### src/rtl/sema_pkg.sv
package sema_pkg;
  typedef enum logic [1:0] {
    OWN_FREE = 2'd0,
    OWN_HOST = 2'd1,
    OWN_EC   = 2'd2
  } owner_e;
endpackage

### src/rtl/sema_rst_sync.sv
module sema_rst_sync #(
  parameter int STAGES = 2
) (
  input  logic clk,
  input  logic rst_n,
  output logic rst_sn
);
  logic [STAGES-1:0] sync_q;
  logic [STAGES-1:0] sync_d;

  always_comb begin
    sync_d = {sync_q[STAGES-2:0], 1'b1};
  end

  always_ff @(posedge clk or negedge rst_n) begin
    if (!rst_n) sync_q <= '0;
    else        sync_q <= sync_d;
  end

  assign rst_sn = sync_q[STAGES-1];
endmodule

### src/rtl/sema_host_port.sv
module sema_host_port #(
  parameter int REG_W   = 8,
  parameter int REQ_BIT = 4,
  parameter int REL_BIT = 5
) (
  input  logic             wr,
  input  logic [REG_W-1:0] wdata,
  input  logic             host_own,
  output logic             host_req,
  output logic             host_rel,
  output logic [REG_W-1:0] rdata
);
  logic unused_wbits;

  assign unused_wbits = ^wdata;
  assign host_req     = wr & wdata[REQ_BIT];
  assign host_rel     = wr & wdata[REL_BIT];

  always_comb begin
    rdata          = '0;
    rdata[REQ_BIT] = host_own;
  end
endmodule

### src/rtl/sema_arbiter.sv
module sema_arbiter
  import sema_pkg::*;
(
  input  logic   clk,
  input  logic   rst_sn,
  input  logic   host_req,
  input  logic   host_rel,
  input  logic   ec_req,
  output owner_e owner
);
  owner_e st_q;
  owner_e st_d;
  logic   st_en;

  always_comb begin
    st_d = st_q;
    unique case (st_q)
      OWN_FREE: begin
        if (ec_req)        st_d = OWN_EC;
        else if (host_req) st_d = OWN_HOST;
      end
      OWN_HOST: begin
        if (host_rel) st_d = ec_req ? OWN_EC : OWN_FREE;
      end
      OWN_EC: begin
        if (!ec_req) st_d = OWN_FREE;
      end
      default: st_d = OWN_FREE;
    endcase
  end

  assign st_en = (st_d != st_q);

  always_ff @(posedge clk or negedge rst_sn) begin
    if (!rst_sn)    st_q <= OWN_FREE;
    else if (st_en) st_q <= st_d;
  end

  assign owner = st_q;

  AST_GRANT_FROM_FREE: assert property (@(posedge clk) disable iff (!rst_sn)
    (owner == OWN_FREE && host_req && !ec_req) |=> (owner == OWN_HOST));
  AST_EC_BLOCKS_HOST: assert property (@(posedge clk) disable iff (!rst_sn)
    (owner == OWN_EC && ec_req) |=> (owner == OWN_EC));
  AST_REL_TO_FREE: assert property (@(posedge clk) disable iff (!rst_sn)
    (owner == OWN_HOST && host_rel && !ec_req) |=> (owner == OWN_FREE));
  AST_EC_WINS_TIE: assert property (@(posedge clk) disable iff (!rst_sn)
    (owner == OWN_FREE && host_req && ec_req) |=> (owner == OWN_EC));
  AST_HOST_KEEPS: assert property (@(posedge clk) disable iff (!rst_sn)
    (owner == OWN_HOST && !host_rel) |=> (owner == OWN_HOST));
  AST_EC_FREES: assert property (@(posedge clk) disable iff (!rst_sn)
    (owner == OWN_EC && !ec_req) |=> (owner == OWN_FREE));
endmodule

### src/rtl/bus_sema_top.sv
module bus_sema_top
  import sema_pkg::*;
#(
  parameter int REG_W       = 8,
  parameter int REQ_BIT     = 4,
  parameter int REL_BIT     = 5,
  parameter int SYNC_STAGES = 2
) (
  input  logic             clk,
  input  logic             rst_n,
  input  logic             host_wr,
  input  logic [REG_W-1:0] host_wdata,
  output logic [REG_W-1:0] host_rdata,
  input  logic             ec_req,
  output logic             ec_gnt,
  output logic             host_owns,
  output logic [1:0]       bus_owner
);
  logic   rst_sn;
  logic   host_req;
  logic   host_rel;
  owner_e owner;

  sema_rst_sync #(.STAGES(SYNC_STAGES)) u_rst (
    .clk    (clk),
    .rst_n  (rst_n),
    .rst_sn (rst_sn)
  );

  sema_host_port #(.REG_W(REG_W), .REQ_BIT(REQ_BIT), .REL_BIT(REL_BIT)) u_port (
    .wr       (host_wr),
    .wdata    (host_wdata),
    .host_own (host_owns),
    .host_req (host_req),
    .host_rel (host_rel),
    .rdata    (host_rdata)
  );

  sema_arbiter u_arb (
    .clk      (clk),
    .rst_sn   (rst_sn),
    .host_req (host_req),
    .host_rel (host_rel),
    .ec_req   (ec_req),
    .owner    (owner)
  );

  assign host_owns = (owner == OWN_HOST);
  assign ec_gnt    = (owner == OWN_EC);
  assign bus_owner = owner;

  AST_ONE_OWNER: assert property (@(posedge clk) disable iff (!rst_sn)
    $onehot0({host_owns, ec_gnt}));
  AST_REL_READS_ZERO: assert property (@(posedge clk) disable iff (!rst_sn)
    host_rdata[REL_BIT] == 1'b0);
endmodule

### config.mk
export PLATFORM = sky130hd
export DESIGN_NAME = bus_sema_top
export DESIGN_NICKNAME = d
export VERILOG_FILES = /design/src/rtl/sema_pkg.sv /design/src/rtl/sema_rst_sync.sv /design/src/rtl/sema_host_port.sv /design/src/rtl/sema_arbiter.sv /design/src/rtl/bus_sema_top.sv
export SDC_FILE = /design/constraint.sdc
export NUM_CORES = 1
export LEC_CHECK = 0
export ABC_AREA = 1
export BUFFER_PORTS_ARGS = -buffer_cell sky130_fd_sc_hd__buf_4
export CORE_AREA = 8 8 45 47
export CTS_CLUSTER_SIZE = 25
export DETAILED_ROUTE_END_ITERATION = 7
export DIE_AREA = 0 0 53 55
export MAX_ROUTING_LAYER = met4
export PLACE_DENSITY = 0.55
export REMOVE_ABC_BUFFERS = 1
export SKIP_CTS_REPAIR_TIMING = 1
export SYNTH_ARGS = -nofsm -noshare
export SYNTH_HDL_FRONTEND = slang
export SYNTH_SLANG_ARGS = --single-unit
### constraint.sdc
create_clock -name clk -period 0.9 [get_ports clk]
set_input_delay 0.09 -clock clk [delete_from_list [all_inputs] [get_ports clk]]
set_output_delay 0.09 -clock clk [all_outputs]
set_load 0.05 [all_outputs]
; Yosys cells after proc, flatten, opt, wreduce, memory -nomap -nowiden
; Index checks and enable logic that the tools add are counted.
[op_classes]
muxes = 6
n_eq_ne = 3
reduce_logical = 1
bitwise_logic = 2
[ops]
columns = op, n
row1 = two-way mux 2 bit, 5
row2 = case mux 2 bit (3 select lines), 1
row3 = AND 1 bit, 2
row4 = == test 2 x 1 -> 1 bit (second input constant), 1
row5 = == test 2 bit (second input constant), 1
row6 = zero test 2 bit, 1
row7 = != test 2 bit, 1
[word_totals]
output_inout_bits = 12
inputBits = 12
regBits = 4
word_cells = 14

; Logic depth before layout (Yosys ltp)
; Gate-level depths: netlist (run 1).
[depth]
depth_word = 5
depth_mapped = 4
depth_no_buf = 4

; Modules after synthesis
; Synthesis (run 1) repeated with hierarchy kept, for this count alone.
[hier_totals]
hier_cells = 36
hier_area_um2 = 257.7
[by_module_without_submodules]
columns = mod, cells_per_inst, area_per_inst_um2, seq_area_each_um2, n_inst
row1 = sema_arbiter, 16, 110.1, 50.0, 1
row2 = sema_host_port, 13, 78.8, 0.0, 1
row3 = sema_rst_sync, 3, 53.8, 50.0, 1
row4 = bus_sema_top, 4, 15.0, 0.0, 1

; Worst setup path before layout (run 1)
; No wires, ideal clock.
[synth_timing]
path_kind = register to output
from = register u_arb.st_q[0] (netlist: u_arb.owner[0])
to = output host_rdata[4]
n_path_buf = 1
required_time_ns = 0.810
stages_incl_launch_ff = 4
arrival_ns = 1.785
setup_slack_ns = -0.975
cell_sequence = dfrtp_1 > inv_2 > nor2_1 > buf_4
[synth_between]
elab_chain_cells = 1
[synth_rtl]
columns = item, line_no
row1 = start: declaration, sema_arbiter.sv:11  ; owner_e st_q;
row2 = start signal: assignment, sema_arbiter.sv:36  ; else if (st_en) st_q <= st_d;
row3 = == test 2 x 1 -> 1 bit, bus_sema_top.sv:48  ; assign host_owns = (owner == OWN_HOST);
row4 = end: declaration, bus_sema_top.sv:13  ; output logic [REG_W-1:0] host_rdata,
; No other way between the ends.

; Worst setup path after layout (run 1)
[layout_timing]
from = register u_arb.st_q[1] (netlist: u_arb.owner[1])
to = output ec_gnt
[layout_between]
elab_chain_cells = 1
[layout_rtl]
columns = item, line_no
row1 = == test 2 bit, bus_sema_top.sv:49  ; assign ec_gnt = (owner == OWN_EC);
row2 = end: declaration, bus_sema_top.sv:15  ; output logic ec_gnt,
; No other way between the ends.

==> results of run 1 <==
## sequential cells by signal, summed over array words and instances, names as in the netlist
register / flops
u_arb.owner: 2
u_rst.sync_q: 2
## Yosys cell counts
cell | instances | share of area
conb_1 | 2 | 0.032
buf_4 | 8 | 0.26
nand2_1 | 7 | 0.11
nand3_1 | 2 | 0.043
dfrtp_1 | 4 | 0.43
inv_2 | 1 | 0.016
nor2_1 | 4 | 0.064
inv_1 | 3 | 0.048
## per-stage QoR
stage	TNS, ps	setup WS, ps	hold WS (ps)
after global routing	-1190	-230	25.6
after global placement	0	34.7	-127
after detailed placement	0	5.04	-127
after CTS	-982	-248	-374
after floorplan	-3290	-1220	-206
final	-884	-170	16.8
## kinds of logic after synthesis
| group | Yosys count |
|---|---|
| AND/OR/NAND/NOR | 13 |
| buffers and inverters | 12 |
| flip-flops | 4 |
| other | 2 |
## layout make-up
class / instances / area [sq um]
fillers: 151 / 998
repair buffers: 14 / 134
flip-flops and latches: 4 / 103
multi-input cells: 21 / 91.3
clock buffers: 3 / 22.5
well taps: 16 / 20.0
inverters: 4 / 15.0
## how the worst min path moves through the flow
stage / start / to / cells after the start
4_1_cts: rst_n / u_rst.sync_q[0] / 1
3_5_place_dp: rst_n / u_rst.sync_q[0] / 1
2_1_floorplan: rst_n / u_rst.sync_q[0] / 0
6_report: u_rst.sync_q[1] / u_arb.owner[1] / 0
3_3_place_gp: rst_n / u_rst.sync_q[0] / 1
5_1_grt: u_rst.sync_q[1] / u_arb.owner[1] / 0
## power breakdown
part | switching [W] | internal, W | total, W
registers | 0.0000303 | 0.000203 | 0.000233
logic | 0.000259 | 0.000143 | 0.000402
clock network | 0.0000649 | 0.000149 | 0.000213
total | 0.000355 | 0.000494 | 0.000849
## worst max-delay path: cells and delay by family, from the launching register on
family        cells  cell delay, ps
buf+inv           2             210
flops             1             420
simple gates      1             110
## per-layer routing
layer  GRT usage  part of all wire
met5           -                 0
met4      0.0388                 0
met3      0.0428              0.21
met2      0.0508              0.45
met1      0.0244              0.35
==> reports/qor.txt, run 1 <==
Post-Syn Area per Cell = 7.55 sq um
Total Die Area = 2920 sq um
placed instance count = 56
status = complete, but fails checks
leakage power = 0.214 nW
antenna cells = 0
post-synthesis xor/xnor area fraction = 0
WL/cell = 8.60 um
register bit count reported by yosys = 4
sequence of cells on the critical path = inv_2, nor2_2, buf_6
largest net degree at the start of global routing = 6
vias post-DR = 205
R2R depth = 5
gp weighted congestion = 0.671
crit-path max cell delay = 420 ps
initial antenna violation count = 0
slack of the critical path = -170 ps
# port buffers = 10
most common cell after layout, fill and taps aside = conb_1
crit-path max FO = 5
FF-to-FF setup slack = -60 ps
post-synthesis sequential area ratio = 0.428
global-route wire length before repair = 724 um
simple-gate area share of the yosys netlist = 0.219
Post-DP HPWL = 449 um
post-synth cell types = 8
RSZ-0062 raised after global routing = true
Period minus WS final = 1070 ps
gate count after technology mapping = 31
CP Launch Type = flop
failing checks = setup timing
Overflow after GRT = 0
MaxCap Viol Count = 0
DRT Wirelength = 533 um
Clock Pin Slew Worst Setup and Hold Paths = 40 ps
via/cell ratio = 3.31
worst setup path end = ec_gnt
Reg-to-Reg Start = u_arb.owner[0]
Inserted Clock Buffers = 3
Worst path slowest cell = dfrtp_2
GRT Resource Usage Total = 0.0378
Placed Instance Area = 299 sq um
Worst Setup SP = u_arb.owner[1]
site row count = 14
Max rail drop VDD = 660 uV
final hold violations = 0
final cycle utilization of the critical path = 1.19
Horiz. Die Dim = 53 um
fin util = 0.278
clock latency on the worst-skew pair = 230 ps
Worst EP arrival = 980 ps
Starting Density = 0.169
post-synthesis adder-cell area fraction = 0
most frequent cells in the layout = conb_1 (8), nand2_1 (7), buf_4 (7)
YS warnings = 0
Crit Path Class = flop to output pin
multiplexer share of the synthesized area = 0
Critical Path RT = 810 ps
main combinational cell family by area after synthesis = buffers and inverters
io pins = 24
Routed Antenna Nets = 0
Post-Layout Cell Count = 62
Hold Crit Class = flop to async pin
H-tree depth = 1
drt first pass iters = 2
final instance area = 385 sq um
drt drc = 0
Pwr Density = 2200 nW/um^2
mapped cell area = 234 sq um
layout cells sized above 1 = 0.478
area of the core = 1380 sq um
Nets = 60
critical path capture point type = output pin
clock root cell = clkbuf_4
Sink Count = 4
f_max = 935 MHz
P&R area growth vs syn = 64.7%
Slew Viols, Final = 0
Die H = 55 um
Final Skew = 2.27 ps
Synth Area in Compound Gates = 0
number of global-route vias before repair = 181
total chip power = 0.000849 W
Reg-to-Reg End = u_arb.owner[1]
CTS tree = built
initial DRC count = 1
Bufs on Longest Clock Path = 2
final setup fails = 7
Power figures use the tool's default switching activity.
==> inputs of run 2 (changes only) <==
--- a/config.mk
+++ b/config.mk
@@ -5,14 +5,12 @@
 export SDC_FILE = /design/constraint.sdc
 export NUM_CORES = 1
 export LEC_CHECK = 0
-export ABC_AREA = 1
 export BUFFER_PORTS_ARGS = -buffer_cell sky130_fd_sc_hd__buf_4
 export CORE_AREA = 8 8 45 47
 export CTS_CLUSTER_SIZE = 25
 export DETAILED_ROUTE_END_ITERATION = 7
 export DIE_AREA = 0 0 53 55
-export MAX_ROUTING_LAYER = met4
-export PLACE_DENSITY = 0.55
+export PLACE_DENSITY = 0.54
 export REMOVE_ABC_BUFFERS = 1
 export SKIP_CTS_REPAIR_TIMING = 1
 export SYNTH_ARGS = -nofsm -noshare
==> run 2 against run 1 <==
The flow still finishes with violations (setup timing). Combinational power fell by 53%. Area after synthesis fell by 3.2%. Fmax is 1.2% lower. Die area unchanged. Critical endpoint is now host_owns. Largest cell class unchanged. Largest power group is now the clock network.
==> reports/qor.txt, run 2 <==
worst hold slack = 21.5 ps
final instance area = 339 sq um
final hold violations = 0
gp weighted congestion = 0.679
post-synth cell types = 10
slack of the critical path = -183 ps
CTS tree = built
Post-Syn Area per Cell = 10.8 sq um
DRT Wirelength = 467 um
MaxCap Viol Count = 0
final cycle utilization of the critical path = 1.20
H-tree depth = 1
Total Die Area = 2920 sq um
Nets = 48
drt first pass iters = 1
Hold Crit Class = flop to async pin
gate count after technology mapping = 21
# port buffers = 10
Inserted Clock Buffers = 3
f_max = 923 MHz
layout cells sized above 1 = 0.500
top cells by area, synth = dfrtp_1 (44%), buf_4 (27%), nand4bb_1 (5.0%)
Synth Flop Type = dfrtp_1
Clock Pin Slew Worst Setup and Hold Paths = 40 ps
Sequential Power Share = 0.333
mapped cell area = 226 sq um
critical path capture point type = output pin
site row count = 14
area of the core = 1380 sq um
WL/cell = 9.34 um
Overflow after GRT = 0
io pins = 24
number of global-route vias before repair = 164
Worst Setup SP = u_arb.owner[1]
Sw Ratio = 0.346
status = complete, but fails checks
Worst EP arrival = 990 ps
P&R area growth vs syn = 49.7%
global-route wire length before repair = 683 um
R2R depth = 3
largest net degree at the start of global routing = 7
total chip power = 0.000603 W
Reg-to-Reg End = u_arb.owner[0]
initial DRC count = 0
internal power = 0.000394 W
placed instance count = 45
NetSw = 0.000209 W
clock root cell = clkbuf_4
Horiz. Die Dim = 53 um
antenna cells = 0
initial antenna violation count = 0
share of the synthesized area in the top cell type = 0.442
Bufs on Longest Clock Path = 2
crit-path max FO = 5
Slew Viols, Final = 0
YS warnings = 0
register bit count reported by yosys = 4
GRT Resource Usage Total = 0.0367
commonest cells in the synthesized netlist = buf_4 (8), dfrtp_1 (4), conb_1 (2)
Die H = 55 um
Placed Instance Area = 284 sq um
vias post-DR = 157
clock network power share = 0.357
failing checks = setup timing
final setup fails = 6
Logic pwr share = 0.310
FF-to-FF setup slack = -50 ps
CP Launch Type = flop
Sink Count = 4
Starting Density = 0.164
Async SR Flop Fraction = 1.00
Yosys top cell by area = dfrtp_1
Max rail drop VDD = 540 uV
Reg-to-Reg Start = u_arb.owner[0]
Routed Antenna Nets = 0
DP Worst Slack = 21.5 ps
worst setup path end = host_owns
Final Skew = 1.33 ps
Period minus WS final = 1080 ps
most frequent cells in the layout = conb_1 (8), buf_4 (8), clkbuf_4 (3), buf_6 (3), dfrtp_1 (3)
drt drc = 0
Post-Layout Cell Count = 50
top-count cell post-synth = buf_4
EDFF count, synth = 0
clock latency on the worst-skew pair = 230 ps
Crit Path Class = flop to output pin
Critical Path RT = 810 ps
leakage power = 0.168 nW
post-synthesis sequential area ratio = 0.442
RSZ-0062 raised after global routing = true
Pwr Density = 1780 nW/um^2
via/cell ratio = 3.14
-- run 2: cell types whose count changed after synthesis, sizes merged --
cell / before / now
a21bo: 0 / 1
a21boi: 0 / 1
a21oi: 0 / 1
and2b: 0 / 1
inv: 4 / 0
nand2: 7 / 0
nand3: 2 / 0
nand3b: 0 / 1
nand4bb: 0 / 1
nor2: 4 / 0
nor2b: 0 / 1
-- run 2: final cells by class --
type / instances / area [sq um]
fillers: 152 / 1040
repair buffers: 12 / 104
flip-flops and latches: 4 / 101
multi-input cells: 15 / 91.3
clock buffers: 3 / 22.5
well taps: 16 / 20.0
-- run 2: power by group through the flow --
stage	Sequential [W]	Combinational [W]	Clock, W
CTS	0.000201	0.000172	0.000231
floorplan	0.000222	0.000107	0
global placement	0.000203	0.000171	0
finish	0.000201	0.000187	0.000215
global route	0.000203	0.000195	0.000247
detailed placement	0.000203	0.000172	0
-- run 2: worst min path at each step --
stage / startpoint / endpoint / slack (ps)
after CTS: rst_n / u_rst.sync_q[0] / -380
after global routing: u_rst.sync_q[1] / u_arb.owner[0] / 30
after global placement: rst_n / u_rst.sync_q[0] / -130
after detailed placement: rst_n / u_rst.sync_q[0] / -130
after floorplan: rst_n / u_rst.sync_q[0] / -210
final: u_rst.sync_q[1] / u_arb.owner[0] / 20
-- run 2: worst max-delay path: stages (launching register included) --
cell     delay (ps)
dfrtp_2         420
nor2b_2         160
buf_6           180
-- run 2: cells by family after synthesis --
family                 after synthesis  share of synthesized area
other                                2                     0.0332
AOI/OAI and AO/OA                    3                      0.116
DFF                                  4                      0.442
buffers and inverters                8                      0.265
and+or+nand+nor                      4                      0.144
-- run 2: per-stage QoR --
| stage | TNS (ps) | utilization |
|---|---|---|
| floorplan | -3200 | - |
| global placement | 0 | 0.205 |
| detailed placement | 0 | 0.205 |
| CTS | -822 | 0.222 |
| global route | -924 | 0.245 |
| finish | -646 | 0.245 |
-- run 2: layer usage --
metal | part of all wire | vias to the layer above | global-route usage
met5 | 0 | - | 0
met3 | 0.13 | 0 | 0.0374
met1 | 0.39 | 71 | 0.0337
li1 | - | 78 | -
met4 | 0 | 0 | 0.0388
met2 | 0.47 | 8 | 0.0430
